File: src/rtl/spt_pkg.sv
package spt_pkg;

   typedef enum logic [2:0] {
      ST_IDLE,
      ST_PHASE,
      ST_CLR,
      ST_REQ,
      ST_CHECK,
      ST_APPLY,
      ST_ENDCLR,
      ST_DONE
   } spt_state_e;

endpackage

File: src/rtl/spt_edge_track.sv
module spt_edge_track #(
   parameter int IDX_W = 3
) (
   input  logic             clk,
   input  logic             rst_n,
   input  logic             clr_i,
   input  logic             upd_i,
   input  logic [IDX_W-1:0] idx_i,
   input  logic             pass_i,
   output logic             found_o,
   output logic             raise_set_o,
   output logic [IDX_W-1:0] raise_o,
   output logic             fall_set_o,
   output logic [IDX_W-1:0] fall_o
);

   logic prev_pass;

   always_ff @(posedge clk or negedge rst_n) begin
      if (!rst_n) begin
         found_o     <= 1'b0;
         prev_pass   <= 1'b0;
         raise_set_o <= 1'b0;
         raise_o     <= '0;
         fall_set_o  <= 1'b0;
         fall_o      <= '0;
      end else if (clr_i) begin
         found_o     <= 1'b0;
         prev_pass   <= 1'b0;
         raise_set_o <= 1'b0;
         raise_o     <= '0;
         fall_set_o  <= 1'b0;
         fall_o      <= '0;
      end else if (upd_i) begin
         if (pass_i) found_o <= 1'b1;
         if (idx_i != '0) begin
            if (!pass_i && prev_pass) begin
               fall_set_o <= 1'b1;
               fall_o     <= idx_i - 1'b1;
            end
            if (pass_i && !prev_pass) begin
               raise_set_o <= 1'b1;
               raise_o     <= idx_i;
            end
         end
         prev_pass <= pass_i;
      end
   end

endmodule

File: src/rtl/spt_center_pick.sv
module spt_center_pick #(
   parameter int IDX_W      = 3,
   parameter int NUM_PHASES = 8
) (
   input  logic             raise_set_i,
   input  logic [IDX_W-1:0] raise_i,
   input  logic             fall_set_i,
   input  logic [IDX_W-1:0] fall_i,
   output logic [IDX_W-1:0] pick_o
);

   localparam int SW = IDX_W + 1;
   localparam logic [SW-1:0] LAST_W = SW'(NUM_PHASES - 1);

   logic [SW-1:0] r, f, sum, mid;

   always_comb begin
      r   = raise_set_i ? {1'b0, raise_i} : '0;
      f   = fall_set_i  ? {1'b0, fall_i}  : LAST_W;
      sum = r + f;
      if (f >= r)
         mid = sum >> 1;
      else if (sum > LAST_W)
         mid = f >> 1;
      else
         mid = (r + LAST_W) >> 1;
      pick_o = mid[IDX_W-1:0];
   end

endmodule

File: src/rtl/samp_phase_tuner.sv
module samp_phase_tuner #(
   parameter int NUM_PHASES = 8,
   parameter int CLR_W      = 17
) (
   input  logic                          clk,
   input  logic                          rst_n,
   input  logic                          start_i,
   output logic                          busy_o,
   output logic                          done_o,
   output logic                          err_o,
   output logic [$clog2(NUM_PHASES)-1:0] phase_idx_o,
   output logic                          phase_vld_o,
   output logic                          clr_we_o,
   output logic [CLR_W-1:0]              clr_data_o,
   output logic                          tune_req_o,
   input  logic                          tune_ack_i,
   input  logic                          tune_pass_i
);
   import spt_pkg::*;

   localparam int IDX_W = $clog2(NUM_PHASES);
   localparam logic [IDX_W-1:0] LAST_IDX = IDX_W'(NUM_PHASES - 1);
   localparam logic [CLR_W-1:0] CLR_MASK = {CLR_W{1'b1}};

   if (NUM_PHASES < 2) begin : g_bad_phases
      $error("samp_phase_tuner: NUM_PHASES must be at least 2");
   end
   if (CLR_W < 1) begin : g_bad_clr
      $error("samp_phase_tuner: CLR_W must be at least 1");
   end

   spt_state_e       state;
   logic [IDX_W-1:0] idx;
   logic             found, raise_set, fall_set;
   logic [IDX_W-1:0] raise_pt, fall_pt, pick;
   logic             trk_clr, trk_upd;

   assign trk_clr = (state == ST_IDLE) && start_i;
   assign trk_upd = (state == ST_REQ) && tune_ack_i;

   spt_edge_track #(.IDX_W(IDX_W)) u_track (
      .clk         (clk),
      .rst_n       (rst_n),
      .clr_i       (trk_clr),
      .upd_i       (trk_upd),
      .idx_i       (idx),
      .pass_i      (tune_pass_i),
      .found_o     (found),
      .raise_set_o (raise_set),
      .raise_o     (raise_pt),
      .fall_set_o  (fall_set),
      .fall_o      (fall_pt)
   );

   spt_center_pick #(.IDX_W(IDX_W), .NUM_PHASES(NUM_PHASES)) u_pick (
      .raise_set_i (raise_set),
      .raise_i     (raise_pt),
      .fall_set_i  (fall_set),
      .fall_i      (fall_pt),
      .pick_o      (pick)
   );

   always_ff @(posedge clk or negedge rst_n) begin
      if (!rst_n) begin
         state <= ST_IDLE;
         idx   <= '0;
      end else begin
         case (state)
            ST_IDLE:   if (start_i) begin
                          idx   <= '0;
                          state <= ST_PHASE;
                       end
            ST_PHASE:  state <= ST_CLR;
            ST_CLR:    state <= ST_REQ;
            ST_REQ:    if (tune_ack_i) state <= ST_CHECK;
            ST_CHECK:  if ((raise_set && fall_set) || idx == LAST_IDX)
                          state <= ST_APPLY;
                       else begin
                          idx   <= idx + 1'b1;
                          state <= ST_PHASE;
                       end
            ST_APPLY:  state <= ST_ENDCLR;
            ST_ENDCLR: state <= ST_DONE;
            default:   state <= ST_IDLE;
         endcase
      end
   end

   assign busy_o      = (state != ST_IDLE);
   assign done_o      = (state == ST_DONE);
   assign err_o       = (state == ST_DONE) && !found;
   assign phase_vld_o = (state == ST_PHASE) || ((state == ST_APPLY) && found);
   assign phase_idx_o = (state == ST_APPLY) ? pick : idx;
   assign clr_we_o    = (state == ST_CLR) || (state == ST_ENDCLR);
   assign clr_data_o  = clr_we_o ? CLR_MASK : '0;
   assign tune_req_o  = (state == ST_REQ);

endmodule


File: config.mk
export PLATFORM = sky130hd
export DESIGN_NAME = samp_phase_tuner
export DESIGN_NICKNAME = d
export VERILOG_FILES = /design/src/rtl/spt_pkg.sv /design/src/rtl/spt_edge_track.sv /design/src/rtl/spt_center_pick.sv /design/src/rtl/samp_phase_tuner.sv
export SDC_FILE = /design/constraint.sdc
export NUM_CORES = 1
export LEC_CHECK = 0
export ABC_CLOCK_PERIOD_IN_PS = 5960
export BUFFER_PORTS_ARGS = -buffer_cell sky130_fd_sc_hd__buf_2
export CORE_AREA = 2 2 51 53
export CTS_CLUSTER_SIZE = 20
export DETAILED_ROUTE_END_ITERATION = 8
export DIE_AREA = 0 0 53 55
export MAX_ROUTING_LAYER = met4
export PLACE_DENSITY_LB_ADDON = 0.2
export SKIP_CTS_REPAIR_TIMING = 1
export SLEW_MARGIN = 20
export SYNTH_ARGS = -nofsm -noshare
export SYNTH_HDL_FRONTEND = slang
export SYNTH_SLANG_ARGS = --single-unit
File: constraint.sdc
create_clock -name clk -period 5.96 [get_ports clk]
set_input_delay 1.788 -clock clk [delete_from_list [all_inputs] [get_ports clk]]
set_output_delay 1.788 -clock clk [all_outputs]
set_load 0.01 [all_outputs]
==> results.md, run 1 <==
Die:
- The effective utilization at floorplan is a little over half.
- From bottom edge to top edge, the die measures ~55 um.
- The floorplan core area is ~0.0024 sq mm.
- The floorplan step defined a die boundary enclosing slightly below 0.003 sq mm.
- The die is between 50 and 60 um wide.
- 31 I/O pins were placed.
- The floorplan has 18 rows.

Flow run:
- Max-cap violations in this run came to 0.

Global route:
- The global-route wire length before repair is 3880 um.
- The total routing usage reported by global routing is 18.9%.
- The number of global-route vias before repair is 879.
- For this run the aggregate overflow at the end of global routing stands at 0.
- Entering global routing, the biggest net connects 19 pins.
- The number of antenna violations at the first check in global routing is 0.

Yosys:
- The number of enable-type register cells in the synthesized netlist is 0.
- After synthesis the cells add up to approximately 0.0013 sq mm.
- The number of nets in the synthesized netlist is around 160.
- The largest total area in the synthesized netlist belongs to dfrtp_1.
- The async set or reset register ratio after synthesis is 100%.
- Synthesis inferred 16 register bits.
- Averaged over all synthesized cells, the footprint is 9.06 sq um.
- Yosys instantiated no cell more often than buf_4.
- The number of cells produced by synthesis is roughly 140.
- Of the post-synthesis cell area, the dominant cell type holds 31.1%.
- The proportion of synthesized chip area in sequential cells is a little under a third.
- The commonest cells after synthesis are buf_4, dfrtp_1, nand2_1, inv_1, nor2_1.
- The number of warning messages in the yosys log is 0.
- The commonest register cell after synthesis is dfrtp_1.
- In the post-synthesis netlist, the biggest area contributors are dfrtp_1, ha_1, buf_4, nand2_1, inv_1.
- In this run, distinct cell masters in the synthesized netlist total 42.

Cells and area:
- The net count reported at finish is 172.
- The share of final-layout standard cells stronger than drive strength 1 is between 20% and 30%.
- The end-of-flow core utilization is a little under three fifths.
- The total inserted antenna cells is 0.
- The area overhead of the layout relative to synthesis is 3.70%.

Worst setup path:
- STA classifies the critical path endpoint as an output pin.
- The arrival time at the worst endpoint is 2650 ps.
- The worst register-to-register path begins at idx[0].
- The depth of the most critical reg-to-reg path is 6.
- The largest fanout of any net on the critical path is 5.
- The signal on the critical path passes through or2b_1, ha_1, nor3b_2, a311oi_4, mux2_4, a221o_1, buf_2.
- The cell count along the critical path is 7.
- The beginning of the critical path is u_track.fall_set_o.
- The cell family with the largest share of critical-path delay is compound AO/OA/AOI/OAI gates.
- On the critical path, the stage with the largest delay is an instance of dfrtp_1.
- The category of the worst setup path launch point is a flop.
- The data required time of the critical path is around 4200 ps.
- Counting both buffers and inverters, the worst setup path holds a total of 1.
- The largest single stage delay on the critical path is 440 ps.
- The type of the worst setup path is reg2out.

Place:
- The half-perimeter wire length after detailed placement is ~1900 um.
- Port buffering added 30 buffers.
- The final weighted congestion in routability-driven placement is between 0.7 and 0.8.

Routing:
- The remaining number of nets flagged by the antenna check after routing is 0.
- The highest metal layer with signal wires is met4.
- The number of detailed-routing iterations run before antenna repair is 4.
- The number of vias per cell is around 5.3.
- In the final routed layout, each cell accounts on average for around 13 um.
- The routed length on met3 is ~67 um.
- The met2 wire length is between 1000 and 1500 um.
- For this run, design rule violations remaining after detail routing come to 0.
- Wires add up to between 2000 and 2500 um.
- The met1 wire length is ~1100 um.
- For this block, the initial DRC count from the detailed router was 18.
- For this block, the via count after detailed routing is ~980.

Timing:
- The final sum of negative setup slack is 0 ps.
- Headroom to the max-slew limit came out at between 50% and 60%.
- The maximum frequency from static timing analysis is roughly 230 MHz.
- The transition at the pin with the smallest max-transition slack is roughly 700 ps.
- The number of slew-limit violations in the final report is 0.
- The clock skew is 9.12 ps.
- Setup repair after global routing left no endpoint under its margin.
- Dividing the final minimum period by the clock period gives ~74%.
- The number of endpoints failing setup at the final stage is 0.
- The number of hold violations in the final report came to 0.
- The worst path in the final design needs a cycle of between 4000 and 5000 ps, including I/O delays and setup.

Min path:
- Counting instances, the worst hold path has a depth of 1.
- The start point of the worst min-delay path is u_track.fall_o[2].
- The class of the tightest hold or removal check is reg2reg.

Pwr:
- In this run the static leakage power is between 0.6 and 0.7 nW.
- The maximum vdd ir drop is ~280 uV.
- Dividing total power by cell area gives a power density of ~470 mW/mm^2.

Run status:
- The run finished with clean final reports.

Clock network:
- Clock tree synthesis inserted a total of 3 buffers.
- The clock net in this run drives a total of 16 sinks.
- TritonCTS built the clock tree.
- The buffer depth of the longest clock path is 2.
- The root buffer cell chosen for the clock tree is clkbuf_4.
- The clock network latency to the later pin of the worst-skew pair is about 280 ps.
- After clock tree synthesis, the clock-pin slew on the worst setup and hold paths is ~80 ps.
- In this run the number of H-tree levels came out at 1.
==> metrics by stage <==
step	total power [W]	std cells	hold slack, ps	cell area, sq um	setup WS (ps)
after floorplan	0.000546	142	457	1290	2030
after global placement	0.000565	181	489	1310	1900
after detailed placement	0.000578	181	493	1310	1820
after CTS	0.000633	184	514	1330	1510
after global routing	0.000691	184	528	1330	1400
final	0.000626	184	509	1330	1530
==> cell type report <==
type | count | area [sq um]
inverter | 12 | 45.0
sequential | 16 | 400
fill | 228 | 1030
tap | 30 | 37.5
multi-input combinational | 93 | 678
clock buffer | 3 | 22.5
timing repair buffer | 30 | 150
==> kinds of logic (layout without fill, tap and decap cells) <==
group | count (synthesis) | count (layout) | share of synthesized area, %
AND/OR/NAND/NOR | 50 | 50 | 22.1
multiplexers | 3 | 3 | 2.82
adder cells (fa/ha/maj) | 11 | 11 | 10.7
AO/OA/AOI/OAI | 26 | 26 | 15.1
XOR/XNOR | 3 | 3 | 2.04
buffers and inverters | 33 | 45 | 16.1
flip-flops | 16 | 16 | 31.1
==> placed cells by master, fill, tap and decap left out, types with 2 or more instances in the layout <==
cell / netlist / routed
a21oi_1: 7 / 7
a221o_1: 2 / 2
nand2_1: 16 / 16
nor3_1: 2 / 2
nor3b_1: 2 / 2
nor2_1: 12 / 12
inv_1: 12 / 12
nand3_1: 2 / 2
o21ai_0: 5 / 5
and2_1: 2 / 2
xnor2_1: 2 / 2
nor2b_1: 2 / 2
buf_2: 2 / 30
dfrtp_1: 16 / 16
a22o_1: 4 / 4
ha_1: 11 / 11
clkbuf_4: 0 / 3
o22ai_1: 2 / 2
==> where the power goes <==
part | total [W] | leakage (nW) | internal (W) | switching (W)
sequential | 0.000211 | 0.209 | 0.000151 | 0.0000607
combinational | 0.000360 | 0.470 | 0.000161 | 0.000199
clock | 0.0000549 | 0.0138 | 0.0000234 | 0.0000315
==> flip-flops by register name, summed over array words and instances (netlist names) <==
register / cells
idx: 3
state: 3
u_track.fall_o: 3
u_track.raise_o: 3
u_track.fall_set_o: 1
u_track.found_o: 1
u_track.prev_pass: 1
u_track.raise_set_o: 1
==> metal layers <==
layer	up-vias	track usage (%)
met1	471	24.6
met5	-	-
met2	17	31.5
met4	0	5.13
li1	491	-
met3	2	2.42
==> path summary, 6_finish.rpt <==
check	slack, ps	to
max	1530	phase_idx_o[1]
min	510	u_track.fall_o[2]
max reg2reg	4110	idx[0]
min reg2reg	510	u_track.fall_o[2]
max in group asynchronous	4280	u_track.prev_pass
min in group asynchronous	1410	u_track.found_o
Power figures use the tool's default switching activity.
==> inputs of run 2 (changes only) <==
- ABC_AREA: default -> 1
- ABC_CLOCK_PERIOD_IN_PS: 5960 -> 4490
- CORE_AREA: 2 2 51 53 -> 2 2 40 70
- DIE_AREA: 0 0 53 55 -> 0 0 42 72
- clock period: 5.96 -> 4.49 ns (I/O delays scaled with it)
==> run 2 against run 1 <==
Hold slack better by 15 ps; synthesized cell count up 18%; die area up 3.7%; critical path depth up 6.
==> results.md, run 2 <==
Yosys:
- The proportion of synthesized chip area in sequential cells is 31.9% (+0.81 points).
- The number of warning messages in the yosys log came to 0 (unchanged).
- The count of distinct cell types in the synthesized netlist is 21 (-50%).
- The commonest cells after synthesis are nand2_1, inv_1, buf_4, dfrtp_1, nand3_1.
- The most numerous cell in the Yosys netlist is nand2_1.
- The average size of a mapped cell is 7.46 sq um (-18%).
- The share of Yosys cell area claimed by the top area cell type came to 31.9% (+0.81 points).
- The total of flip-flops plus latches after synthesis is 16 (unchanged).
- The cell area after technology mapping is 0.00125 sq mm (-2.5%).
- The number of cells produced by synthesis is 168 (+18%).
- The number of enable-type register cells in the synthesized netlist came to 0 (unchanged).
- The async set or reset register ratio after synthesis was 100% (unchanged).
- By area the synthesized netlist is led by dfrtp_1, ha_1, nand2_1, buf_4, inv_1.
- Summed over all instances, the cell type with the most area after synthesis is dfrtp_1.
- The number of nets in the synthesized netlist is 184 (+16%).
- The commonest register cell after synthesis is dfrtp_1.

Worst setup path:
- The category of the worst setup path launch point is a flop.
- The critical path's most frequent cell is nand2_1.
- STA classifies the critical path endpoint as an output pin.
- The depth of the most critical reg-to-reg path was 7 (+1).
- The internal reg-to-reg setup slack is 2880 ps (-1230 ps).
- The startpoint of the worst register-to-register path is idx[0].
- The largest fanout of any net on the critical path is 4 (-1).
- The largest incremental delay on the critical path came to 400 ps (-40 ps).
- By startpoint and endpoint, the worst setup path is classified as reg2out.
- The worst register-to-register path ends at idx[2].
- The slowest stage of the critical path belongs to the cell dfrtp_1.
- The data required time of the critical path came to 3140 ps (-1030 ps).
- The arrival time at the worst endpoint is 2030 ps (-620 ps).
- Traced cell by cell, the critical path runs through inv_1, nor2_1, inv_1, ha_1, nand2_1, nand2_1, nand2_1, nand2_1, nand2_1, inv_1, nand3_1, a21oi_1, buf_2.

Place:
- The half-perimeter wire length after detailed placement was 2110 um (+11%).
- The standard cell area after detailed placement was 0.00131 sq mm (-0.19%).
- The number of buffers added on ports came to 30 (unchanged).
- The final weighted congestion in routability-driven placement was 0.902 (+18%).

Cells and area:
- The area taken by multi-input logic gates is 609 sq um (-10%).
- The post-route standard cell area excluding fillers is 0.00135 sq mm (+1.2%).
- The total inserted antenna cells is 0 (unchanged).
- From synthesis to final layout, the design area changed by 7.68%.
- The area used by sequential logic in the layout is 400 sq um (unchanged).
- The number of filler cells placed in the layout came to 239 (+4.8%).
- The library cells used most frequently in the layout, excluding fill and tap cells, are nand2_1, inv_1, buf_2.
- The share of final-layout standard cells stronger than drive strength 1 is 22.3% (-6.3 points).
- The net count reported at finish is 202 (+17%).
- The leading cell type in the layout, fill and taps excluded is nand2_1.
- The end-of-flow core utilization came to 55.5% (-0.90 points).

Die:
- The floorplan core area came to 0.00243 sq mm (+2.9%).
- The number of core rows is 24 (+6).
- The effective utilization at floorplan came to 51.5% (-2.8 points).
- The overall die width is 42 um (-21%).
- The area of the die came to 0.00302 sq mm (+3.7%).
- The die height is 72 um (+31%).
- The I/O pin count came to 31 (unchanged).

Clock network:
- The total CTS buffers came to 3 (unchanged).
- The clock-pin slew of the registers on the worst-case setup and hold paths is 60 ps (-20 ps).
- TritonCTS built the clock tree.
- The number of clock sinks is 16 (unchanged).
- In this run the clock root is driven by a clkbuf_8.
- The count of H-tree levels built during CTS came to 1 (unchanged).
- The buffer depth of the longest clock path came to 2 (unchanged).
- The clock network latency to the later pin of the worst-skew pair is 250 ps (-30 ps).

Routing:
- The number of remaining DRC errors was 0 (unchanged).
- The routed wirelength normalized by instance count is 12.4 um (-5.5%).
- The total via count after detailed routing was 1,047 (+6.7%).
- The total wire length after detailed routing is 2600 um (+7.8%).
- The initial DRC count was 32 (+14).
- The number of vias per cell was 4.99 (-6.5%).
- The remaining number of nets flagged by the antenna check after routing is 0 (unchanged).
- The number of detailed-routing iterations run before antenna repair is 4 (unchanged).

Timing:
- The final sum of negative setup slack is 0 ps (unchanged).
- The transition at the pin with the smallest max-transition slack is 356 ps (-329 ps).
- Setup repair after global routing left no endpoint under its margin.
- The final cycle utilization of the critical path is about three quarters.
- The number of hold violations in the final report is 0 (unchanged).
- For this run, the top clock speed supported by timing is between 200 and 300 MHz.
- The worst path needs roughly 3400 ps of the cycle, external delays included.
- The number of slew-limit violations in the final report is 0 (unchanged).
- The max-slew headroom at the worst pin was 76.3% (+22 points).
- The clock skew is 4.58 ps (-4.53 ps).
- The number of endpoints failing setup at the final stage is 0 (unchanged).

Min path:
- The worst hold path cell count is 2 (+1).
- The class of the tightest hold or removal check is reg2reg.
- The worst hold path endpoint is u_track.fall_o[1].
- The start point of the worst min-delay path is u_track.fall_o[1].

Global route:
- The total routing usage reported by global routing is 19.8% (+0.85 points).
- The global-route wire length before repair is 4510 um (+16%).
- The number of global-route vias before repair was 1,031 (+17%).
- The number of antenna violations at the first check in global routing is 0 (unchanged).
- The pin count of the biggest net entering global routing is 19 (unchanged).
- The total congestion overflow after global routing is 0 (unchanged).

Flow run:
- The count of maximum capacitance violations is 0 (unchanged).

Pwr:
- The ratio of total power to cell area is 661 mW/mm^2 (+41%).
- The static power due to leakage is 0.821 nW (+19%).
- The maximum vdd ir drop is 288 uV (+3.5%).

Run status:
- The flow ran to the end, and the final reports show no timing, DRC or antenna violations.
[run 2: cell types whose count changed in the layout (fill, tap and decap cells not counted), moves of 3 or more]
cell	before	now
inv_1	12	31
nand2_1	16	35
nand3_1	2	15
a22o_1	4	0
nor2_1	12	8
o21ai_1	0	4
clkbuf_4	3	0
clkbuf_8	0	3
[run 2: worst max-delay path by stage]
stage                             from        endpoint  depth (start not counted)
finish              u_track.fall_set_o  phase_idx_o[0]                         13
global route        u_track.fall_set_o  phase_idx_o[2]                         14
CTS                 u_track.fall_set_o  phase_idx_o[0]                         13
detailed placement  u_track.fall_set_o  phase_idx_o[0]                         13
global placement    u_track.fall_set_o  phase_idx_o[2]                         14
floorplan           u_track.fall_set_o  phase_idx_o[0]                         12
[run 2: logic make-up (layout without fill, tap and decap cells)]
family / Yosys count / in the layout / synth area share, %
xor+xnor: 1 / 1 / 0.699
simple gates: 69 / 69 / 26.6
compound gates: 23 / 23 / 10.3
buf+inv: 48 / 64 / 19.5
fa+ha+maj: 11 / 11 / 11.0
flops: 16 / 16 / 31.9
[run 2: per-stage QoR]
stage                     power (W)  setup WS [ps]  hold WS [ps]  instances
final                      0.000892           1120           524        210
after global routing       0.000976            908           555        210
after CTS                  0.000898           1110           524        210
after detailed placement   0.000788           1410           511        207
after global placement     0.000773           1460           505        207
after floorplan            0.000716           1700           485        168
[run 2: routing by layer]
layer,routed length [um],vias up,GRT usage (%),share of wire (%)
li1,-,546,-,-
met1,1010,475,21.6,39
met2,1480,19,35.6,57
met3,54,7,1.49,2.1
met4,59,0,9.32,2.3
met5,0,-,-,0
[run 2: power by group]
part           total, W  switching (W)  internal [W]  leakage (nW)
registers      0.000254      0.0000515      0.000203         0.210
clock network  0.000105      0.0000460     0.0000594        0.0216
logic          0.000532       0.000332      0.000200         0.589
[run 2: final cells by class]
cell class	instances	share of cell area, %
multi-input cells	104	45.1
flip-flops and latches	16	29.7
repair buffers	30	11.1
inverters	31	8.62
clock buffers	3	3.06
well taps	26	2.41
[run 2: worst max-delay path, delay by kind of cell, from the launching register on]
kind,cells,cell delay [ps]
flip-flops,1,400
AND/OR/NAND/NOR,7,540
buffers and inverters,4,410
adder cells (fa/ha/maj),1,280
AO/OA/AOI/OAI,1,140
